**config.mk**
```make
export PLATFORM = sky130hd
export DESIGN_NAME = qtr_watchdog
export DESIGN_NICKNAME = d
export VERILOG_FILES = /design/src/rtl/qwd_pkg.sv /design/src/rtl/qwd_cfg_reg.sv /design/src/rtl/qwd_tick_gen.sv /design/src/rtl/qwd_unit_cnt.sv /design/src/rtl/qtr_watchdog.sv
export SDC_FILE = /design/constraint.sdc
export NUM_CORES = 1
export LEC_CHECK = 0
export BUFFER_PORTS_ARGS = -buffer_cell sky130_fd_sc_hd__buf_2
export CORE_AREA = 2 2 39 41
export CTS_CLUSTER_DIAMETER = 200
export DETAILED_ROUTE_END_ITERATION = 10
export DIE_AREA = 0 0 41 43
export GPL_TIMING_DRIVEN = 0
export PLACE_DENSITY = 0.69
export SLEW_MARGIN = 20
export SYNTH_ARGS = -nofsm -noshare
export SYNTH_HDL_FRONTEND = slang
export SYNTH_SLANG_ARGS = --single-unit
```
**constraint.sdc**
```tcl
create_clock -name clk -period 2.3 [get_ports clk]
set_clock_uncertainty 0.1 [all_clocks]
set_input_delay 0.46 -clock clk [delete_from_list [all_inputs] [get_ports clk]]
set_output_delay 0.46 -clock clk [all_outputs]
set_load 0.02 [all_outputs]
```
**src/rtl/qwd_pkg.sv**
```systemverilog
package qwd_pkg;

    localparam int CODE_W  = 3;
    localparam int UNIT_W  = 4;
    localparam int DATA_W  = 8;
    localparam int RUN_BIT = 7;
    localparam int RST_BIT = 6;
    localparam int CODE_LO = 0;

    typedef struct packed {
        logic              run;
        logic [CODE_W-1:0] code;
    } qwd_cfg_t;

    // Interval length in ticks: code N gives N, code 0 gives the longest (8).
    function automatic logic [UNIT_W-1:0] code_to_units(input logic [CODE_W-1:0] c);
        logic [UNIT_W-1:0] r;
        if (c == '0) begin
            r = UNIT_W'(8);
        end else begin
            r = UNIT_W'(c);
        end
        return r;
    endfunction

endpackage

```
**src/rtl/qwd_cfg_reg.sv**
```systemverilog
module qwd_cfg_reg
    import qwd_pkg::*;
(
    input  logic              clk,
    input  logic              rst,
    input  logic              we,
    input  logic [DATA_W-1:0] wdata,
    output qwd_cfg_t          cfg,
    output logic              restart
);

    qwd_cfg_t cfg_q;
    logic     unused_bits;

    assign unused_bits = ^wdata[DATA_W-3:CODE_W];

    always_ff @(posedge clk) begin
        if (rst) begin
            cfg_q <= '0;
        end else if (we) begin
            cfg_q.run  <= wdata[RUN_BIT];
            cfg_q.code <= wdata[CODE_LO +: CODE_W];
        end
    end

    // Restart acts in the same edge as the write; it is never stored.
    assign restart = we & wdata[RST_BIT];
    assign cfg     = cfg_q;

endmodule

```
**src/rtl/qwd_tick_gen.sv**
```systemverilog
module qwd_tick_gen #(
    parameter int TICK_CLKS = 4
) (
    input  logic clk,
    input  logic rst,
    input  logic run,
    input  logic restart,
    output logic tick
);

    localparam int PW = (TICK_CLKS > 1) ? $clog2(TICK_CLKS) : 1;

    generate
        if (TICK_CLKS == 1) begin : g_direct
            assign tick = run & ~restart;
        end else begin : g_count
            logic [PW-1:0] pre_q;
            logic          last;

            assign last = (pre_q == PW'(TICK_CLKS - 1));
            assign tick = run & ~restart & last;

            always_ff @(posedge clk) begin
                if (rst || !run || restart) begin
                    pre_q <= '0;
                end else if (last) begin
                    pre_q <= '0;
                end else begin
                    pre_q <= pre_q + 1'b1;
                end
            end
        end
    endgenerate

endmodule

```
**src/rtl/qwd_unit_cnt.sv**
```systemverilog
module qwd_unit_cnt
    import qwd_pkg::*;
(
    input  logic              clk,
    input  logic              rst,
    input  logic              run,
    input  logic              restart,
    input  logic              tick,
    input  logic [CODE_W-1:0] code,
    output logic [UNIT_W-1:0] units,
    output logic              overflow
);

    logic [UNIT_W-1:0] limit;
    logic [UNIT_W-1:0] nxt;
    logic [UNIT_W-1:0] units_q;
    logic              ovf_q;

    assign limit = code_to_units(code);
    assign nxt   = units_q + 1'b1;

    always_ff @(posedge clk) begin
        if (rst || !run || restart) begin
            units_q <= '0;
            ovf_q   <= 1'b0;
        end else begin
            ovf_q <= 1'b0;
            if (tick) begin
                // Greater-or-equal covers a code shortened below the count.
                if (nxt >= limit) begin
                    units_q <= '0;
                    ovf_q   <= 1'b1;
                end else begin
                    units_q <= nxt;
                end
            end
        end
    end

    assign units    = units_q;
    assign overflow = ovf_q;

endmodule

```
**src/rtl/qtr_watchdog.sv**
```systemverilog
module qtr_watchdog
    import qwd_pkg::*;
#(
    parameter int TICK_CLKS = 4
) (
    input  logic              clk,
    input  logic              rst,
    input  logic              cfg_we,
    input  logic [DATA_W-1:0] cfg_wdata,
    output logic              rst_req
);

    qwd_cfg_t          cfg_w;
    logic              clr_w;
    logic              tick_w;
    logic              en_w;
    logic [UNIT_W-1:0] units_w;

    qwd_cfg_reg u_cfg (
        .clk     (clk),
        .rst     (rst),
        .we      (cfg_we),
        .wdata   (cfg_wdata),
        .cfg     (cfg_w),
        .restart (clr_w)
    );

    assign en_w = cfg_w.run;

    qwd_tick_gen #(.TICK_CLKS(TICK_CLKS)) u_tick (
        .clk     (clk),
        .rst     (rst),
        .run     (en_w),
        .restart (clr_w),
        .tick    (tick_w)
    );

    qwd_unit_cnt u_cnt (
        .clk      (clk),
        .rst      (rst),
        .run      (en_w),
        .restart  (clr_w),
        .tick     (tick_w),
        .code     (cfg_w.code),
        .units    (units_w),
        .overflow (rst_req)
    );

endmodule

```
; ---- After elaboration in Yosys (flattened, before gate mapping)
; Cells that the tools add are included.
; Widths: inputs -> output; s select.
[totals]
ramBits = 0
output_inout_bits = 1
latchBits = 0
in_bits = 11
word_cells = 23
rom_bits = 0
memories = 0
regBits = 11
[op_classes]
n_bitwise = 5
multipliers = 0
n_addsub = 2
n_eq_ne = 1
n_div = 0
n_shift = 0
mux = 3
reduce_logical = 6
order_cmp = 1
[op_table]
columns = op, n
row1 = $mux 4, 2
row2 = $add 4x1->4 const B, 1
row3 = $ge 4x4->1, 1
row4 = $reduce_or 2->1, 2
row5 = $and 1x1->1, 3
row6 = $logic_not 3->1, 1
row7 = $add 2x1->2 const B, 1
row8 = $eq 2x2->1 const B, 1
row9 = $logic_or 1x1->1, 2
row10 = $not 1->1, 2
row11 = $logic_not 1->1, 1
row12 = $mux 1, 1

; ---- Longest topological paths before layout
[depth]
word_depth = 6
mapped_depth = 6
ltp_nobuf = 6

; ---- Cells and area by module
; Synthesis repeated with hierarchy kept, for this count alone.
[hier_totals]
hier_cells = 61
hier_area_um2 = 595.6
[modules_own_cells]
columns = mod, cells_each, seq_area_each_um2, area_each_um2, instances
row1 = qwd_unit_cnt, 40, 100.1, 352.8, 1
row2 = qwd_cfg_reg, 14, 80.1, 153.9, 1
row3 = qwd_tick_gen, 7, 40.0, 88.8, 1

; ---- Worst setup path before layout
; OpenSTA, ideal clock, no wires.
[synth_path]
path_kind = register to register
from = register u_cnt.units_q[0], in the netlist u_cnt.units[0]
to = register u_cnt.units_q[0], in the netlist u_cnt.units[0]
n_path_buf = 0
path_slack_ns = 0.644
setup_time_ns = 0.092
arrival_ns = 1.464
period_less_slack_ns = 1.656
stages_incl_launch_ff = 6
cell_sequence = dfxtp_1 ha_1 ha_1 o211ai_1 o21ai_1 o32ai_1
[synth_via]
elab_chain_len = 3
[synth_lines]
columns = element, line_no
row1 = start: declaration, qwd_unit_cnt.sv:16  ; logic [UNIT_W-1:0] units_q;
row2 = start signal: assignment, qwd_unit_cnt.sv:34  ; units_q <= nxt;
row3 = $add 4x1->4 *, qwd_unit_cnt.sv:20  ; assign nxt = units_q + 1'b1;
row4 = $ge 4x4->1, qwd_unit_cnt.sv:30  ; if (nxt >= limit) begin
row5 = $mux 4 *, qwd_unit_cnt.sv:30
; Every way passes the cells marked *; elsewhere a longest branch is shown, timed or not.
; A chain may end at the register's enable or synchronous reset.

; ---- Final worst setup path
; Same ends and word-level chain as after synthesis.

==> metrics.cfg <==
[status]
status=completed

[power]
total_power_w=0.0003623
power.density_cell_area_mw_per_mm2=553.7
cellLeakagePower_nw=0.2949
worst_ir_drop_vdd_uv=297.9

[grt]
grt_overflow_total=0
most_congested_layer_reported_by_global_routing=met2
grt_pass1_wl_um=1766
antenna_found_initial=0
grtUsageMet3=0.09424
gr-usage-met2=0.2375
number_of_global_route_vias_before_repair=460
largest_net_degree_at_the_start_of_global_routing=9
grtUsageMet1=0.1656
track_usage=0.1460

[sta]
report.final.slew_viol_count=0
post-route-period-util=0.8156
grt_setup_unrepaired=false
finalHoldWorstSlack_ns=0.3176
setup_tns_ns=0
max_slew.worst_pin.slew_ns=0.3450
post_layout_minimum_cycle_time_ns=1.876
relSlewSlack=0.7694
setup_viol_count_final=0
number_of_failing_hold_endpoints_at_the_final_stage=0
max_freq_ghz=0.5331

[cts]
post_cts_resize_count=0
cts_htree_levels=1
worstSkewPairLatency_ns=0.26
cts.root.buffer_cell=sky130_fd_sc_hd__clkbuf_4
clock-sinks=11
ctsHoldBuffers=0
cts_inserted_buffers=3
max-clock-path-buffers=2
clk_transition_reported_paths_ns=0.07
cts_tree=yes
post-cts-setup-buffers=0

[routing]
drt_first_iter_violations=6
postRouteAntennaNets=0
detail_route.first_pass.iterations=4
routed_via_density=5.295
detail_route.drc_violations=0
wl_um=1011
wire_per_inst_um=11.49
vias=466

[yosys]
yosysUniqueCellTypes=26
synth.cell_area_um2=573.1
post_synth_inst_count=61
postSynthNetCount=78
avgSynthCellArea_um2=9.394
synth_seq_area_share=0.3843
yosys_warnings=0
ys_ff_latch=11

[worst_setup_path]
crit_path_max_fanout=6
cp.arrival_ns=1.95
worst_path_max_delay_cell=sky130_fd_sc_hd__dfxtp_1
crit_required_ns=2.38
path_class=reg -> reg
chain_of_cells_forming_the_critical_path=nand3_1 -> xnor2_1 -> ha_1 -> a21oi_1 -> o21ai_1 -> o32ai_1
setup.reg_to_reg.worst_slack_ns=0.42
ff2ff_path_depth=6
regToRegEndpoint=u_cnt.units[0]$_SDFFE_PP0P_
critical_path.max_stage_delay_ns=0.44
crit_path_end_kind=flip-flop
critPathLaunchType=flip-flop
regToRegStartpoint=u_cnt.units[0]$_SDFFE_PP0P_

[floorplanning]
design.portCount=12
dieWidth_um=41
initial_utilization=0.4141
die_footprint_mm2=0.001763
die_y_um=43
core_area_mm2=0.001384
num_rows=14

[placement]
detailed_place_hpwl_um=803.7
placed_cells=84
io_port_bufs=7
place_congestion=0.7821

[worst_hold_path]
timing.hold.worst.class=in -> reg
worst_min_path_start=rst
holdPathStages=2
hold_path_end=u_cfg.cfg[0]$_SDFFE_PP0P_

[layout]
area_growth_pct=14.19
final_nets=90
fin_util=0.4729
post_route_cells_drive_above_1_share=0.1944
n_antenna_cell=0
final_cell_count_no_fill=88

[flow_run]
maxCapViolations=0

## synth_stat cells (all sizes together)
cell / n / area share
or2: 1 / 0.011
o21ai: 1 / 0.0087
mux2i: 4 / 0.070
nor3: 1 / 0.0087
nor3b: 2 / 0.026
a211oi: 2 / 0.026
xnor2: 1 / 0.015
a2111oi: 1 / 0.017
ha: 6 / 0.13
and2: 1 / 0.015
nand2: 3 / 0.020
buf: 1 / 0.0087
o211ai: 3 / 0.039
nor2: 6 / 0.039
inv: 4 / 0.026
a21oi: 2 / 0.017
xor2: 1 / 0.015
a21boi: 1 / 0.020
dfxtp: 11 / 0.38
clkbuf: 2 / 0.013
o32ai: 1 / 0.015
nand3: 2 / 0.017
o2111ai: 1 / 0.015
nor2b: 1 / 0.011
or3: 1 / 0.011
and4b: 1 / 0.017
## through the flow
stage / cell area (µm²) / setup slack (ns)
floorplan: 573.1 / 0.6439
global placement: 628.1 / 0.4347
detailed placement: 628.1 / 0.4478
CTS: 654.4 / 0.4256
global route: 654.4 / 0.2713
finish: 654.4 / 0.4242
## layer usage
layer	up-vias	share of wire	routed length, µm
met5	-	0	0
li1	240	-	-
met1	207	0.44	446
met3	2	0.054	55
met4	0	0.0040	4
met2	17	0.50	505
## where the power goes
group / internal, W / total [W] / switching, W
sequential: 0.000195 / 0.000198 / 0.00000306
clock: 0.0000671 / 0.000130 / 0.0000634
combinational: 0.0000164 / 0.0000336 / 0.0000172
## logic make-up after synthesis
kind of cell	share of synthesized area
xor gates and xnor gates	0.03057
AOI/OAI and AO/OA	0.1594
adders and majority gates	0.1310
and+or+nand+nor	0.1769
muxes	0.06987
buffers and inverters	0.04802
DFF	0.3843
## sequential cells by signal, indices dropped and copies added, names as in the netlist
signal and count:
u_cnt.overflow 1, u_cnt.units 4, u_cfg.cfg 4, u_tick.g_count.pre_q 2
## final cells by class
type / count / area [µm²]
Sequential cell: 11 / 220.2
Clock buffer: 4 / 26.28
Multi-Input combinational cell: 43 / 325.3
Timing Repair Buffer: 7 / 35.03
Fill cell: 145 / 729.5
Buffer: 3 / 12.51
Tap cell: 16 / 20.02
Inverter: 4 / 15.01
## placed cells by master, fill, tap and decap left out, types with 2 or more instances in the layout
master | netlist | routed
sky130_fd_sc_hd__ha_1 | 6 | 6
sky130_fd_sc_hd__nor3b_1 | 2 | 2
sky130_fd_sc_hd__clkbuf_4 | 0 | 3
sky130_fd_sc_hd__a211oi_1 | 2 | 2
sky130_fd_sc_hd__mux2i_1 | 4 | 4
sky130_fd_sc_hd__dfxtp_1 | 11 | 11
sky130_fd_sc_hd__a21oi_1 | 2 | 2
sky130_fd_sc_hd__o211ai_1 | 3 | 3
sky130_fd_sc_hd__nand2_1 | 3 | 3
sky130_fd_sc_hd__inv_1 | 4 | 4
sky130_fd_sc_hd__nor2_1 | 6 | 6
sky130_fd_sc_hd__clkbuf_1 | 2 | 3
sky130_fd_sc_hd__buf_2 | 1 | 8
sky130_fd_sc_hd__nand3_1 | 2 | 2
## worst max-delay path by stage
stage / slack (ns) / start / to
detailed placement: 0.45 / u_cnt.units[0]$_SDFFE_PP0P_ / u_cnt.units[0]$_SDFFE_PP0P_
global placement: 0.43 / u_cnt.units[0]$_SDFFE_PP0P_ / u_cnt.units[0]$_SDFFE_PP0P_
global route: 0.27 / u_cnt.units[0]$_SDFFE_PP0P_ / u_cnt.units[0]$_SDFFE_PP0P_
CTS: 0.43 / u_cnt.units[0]$_SDFFE_PP0P_ / u_cnt.units[0]$_SDFFE_PP0P_
finish: 0.42 / u_cnt.units[0]$_SDFFE_PP0P_ / u_cnt.units[0]$_SDFFE_PP0P_
floorplan: 0.64 / u_cnt.units[0]$_SDFFE_PP0P_ / u_cnt.units[0]$_SDFFE_PP0P_
## worst max-delay path, delay by kind of cell, from the launching register on
| kind | cells | cell delay, ns |
|---|---|---|
| simple gates | 1 | 0.15 |
| fa+ha+maj | 1 | 0.31 |
| compound gates | 3 | 0.63 |
| flops | 1 | 0.44 |
| xor+xnor | 1 | 0.16 |
Power figures use the tool's default switching activity.
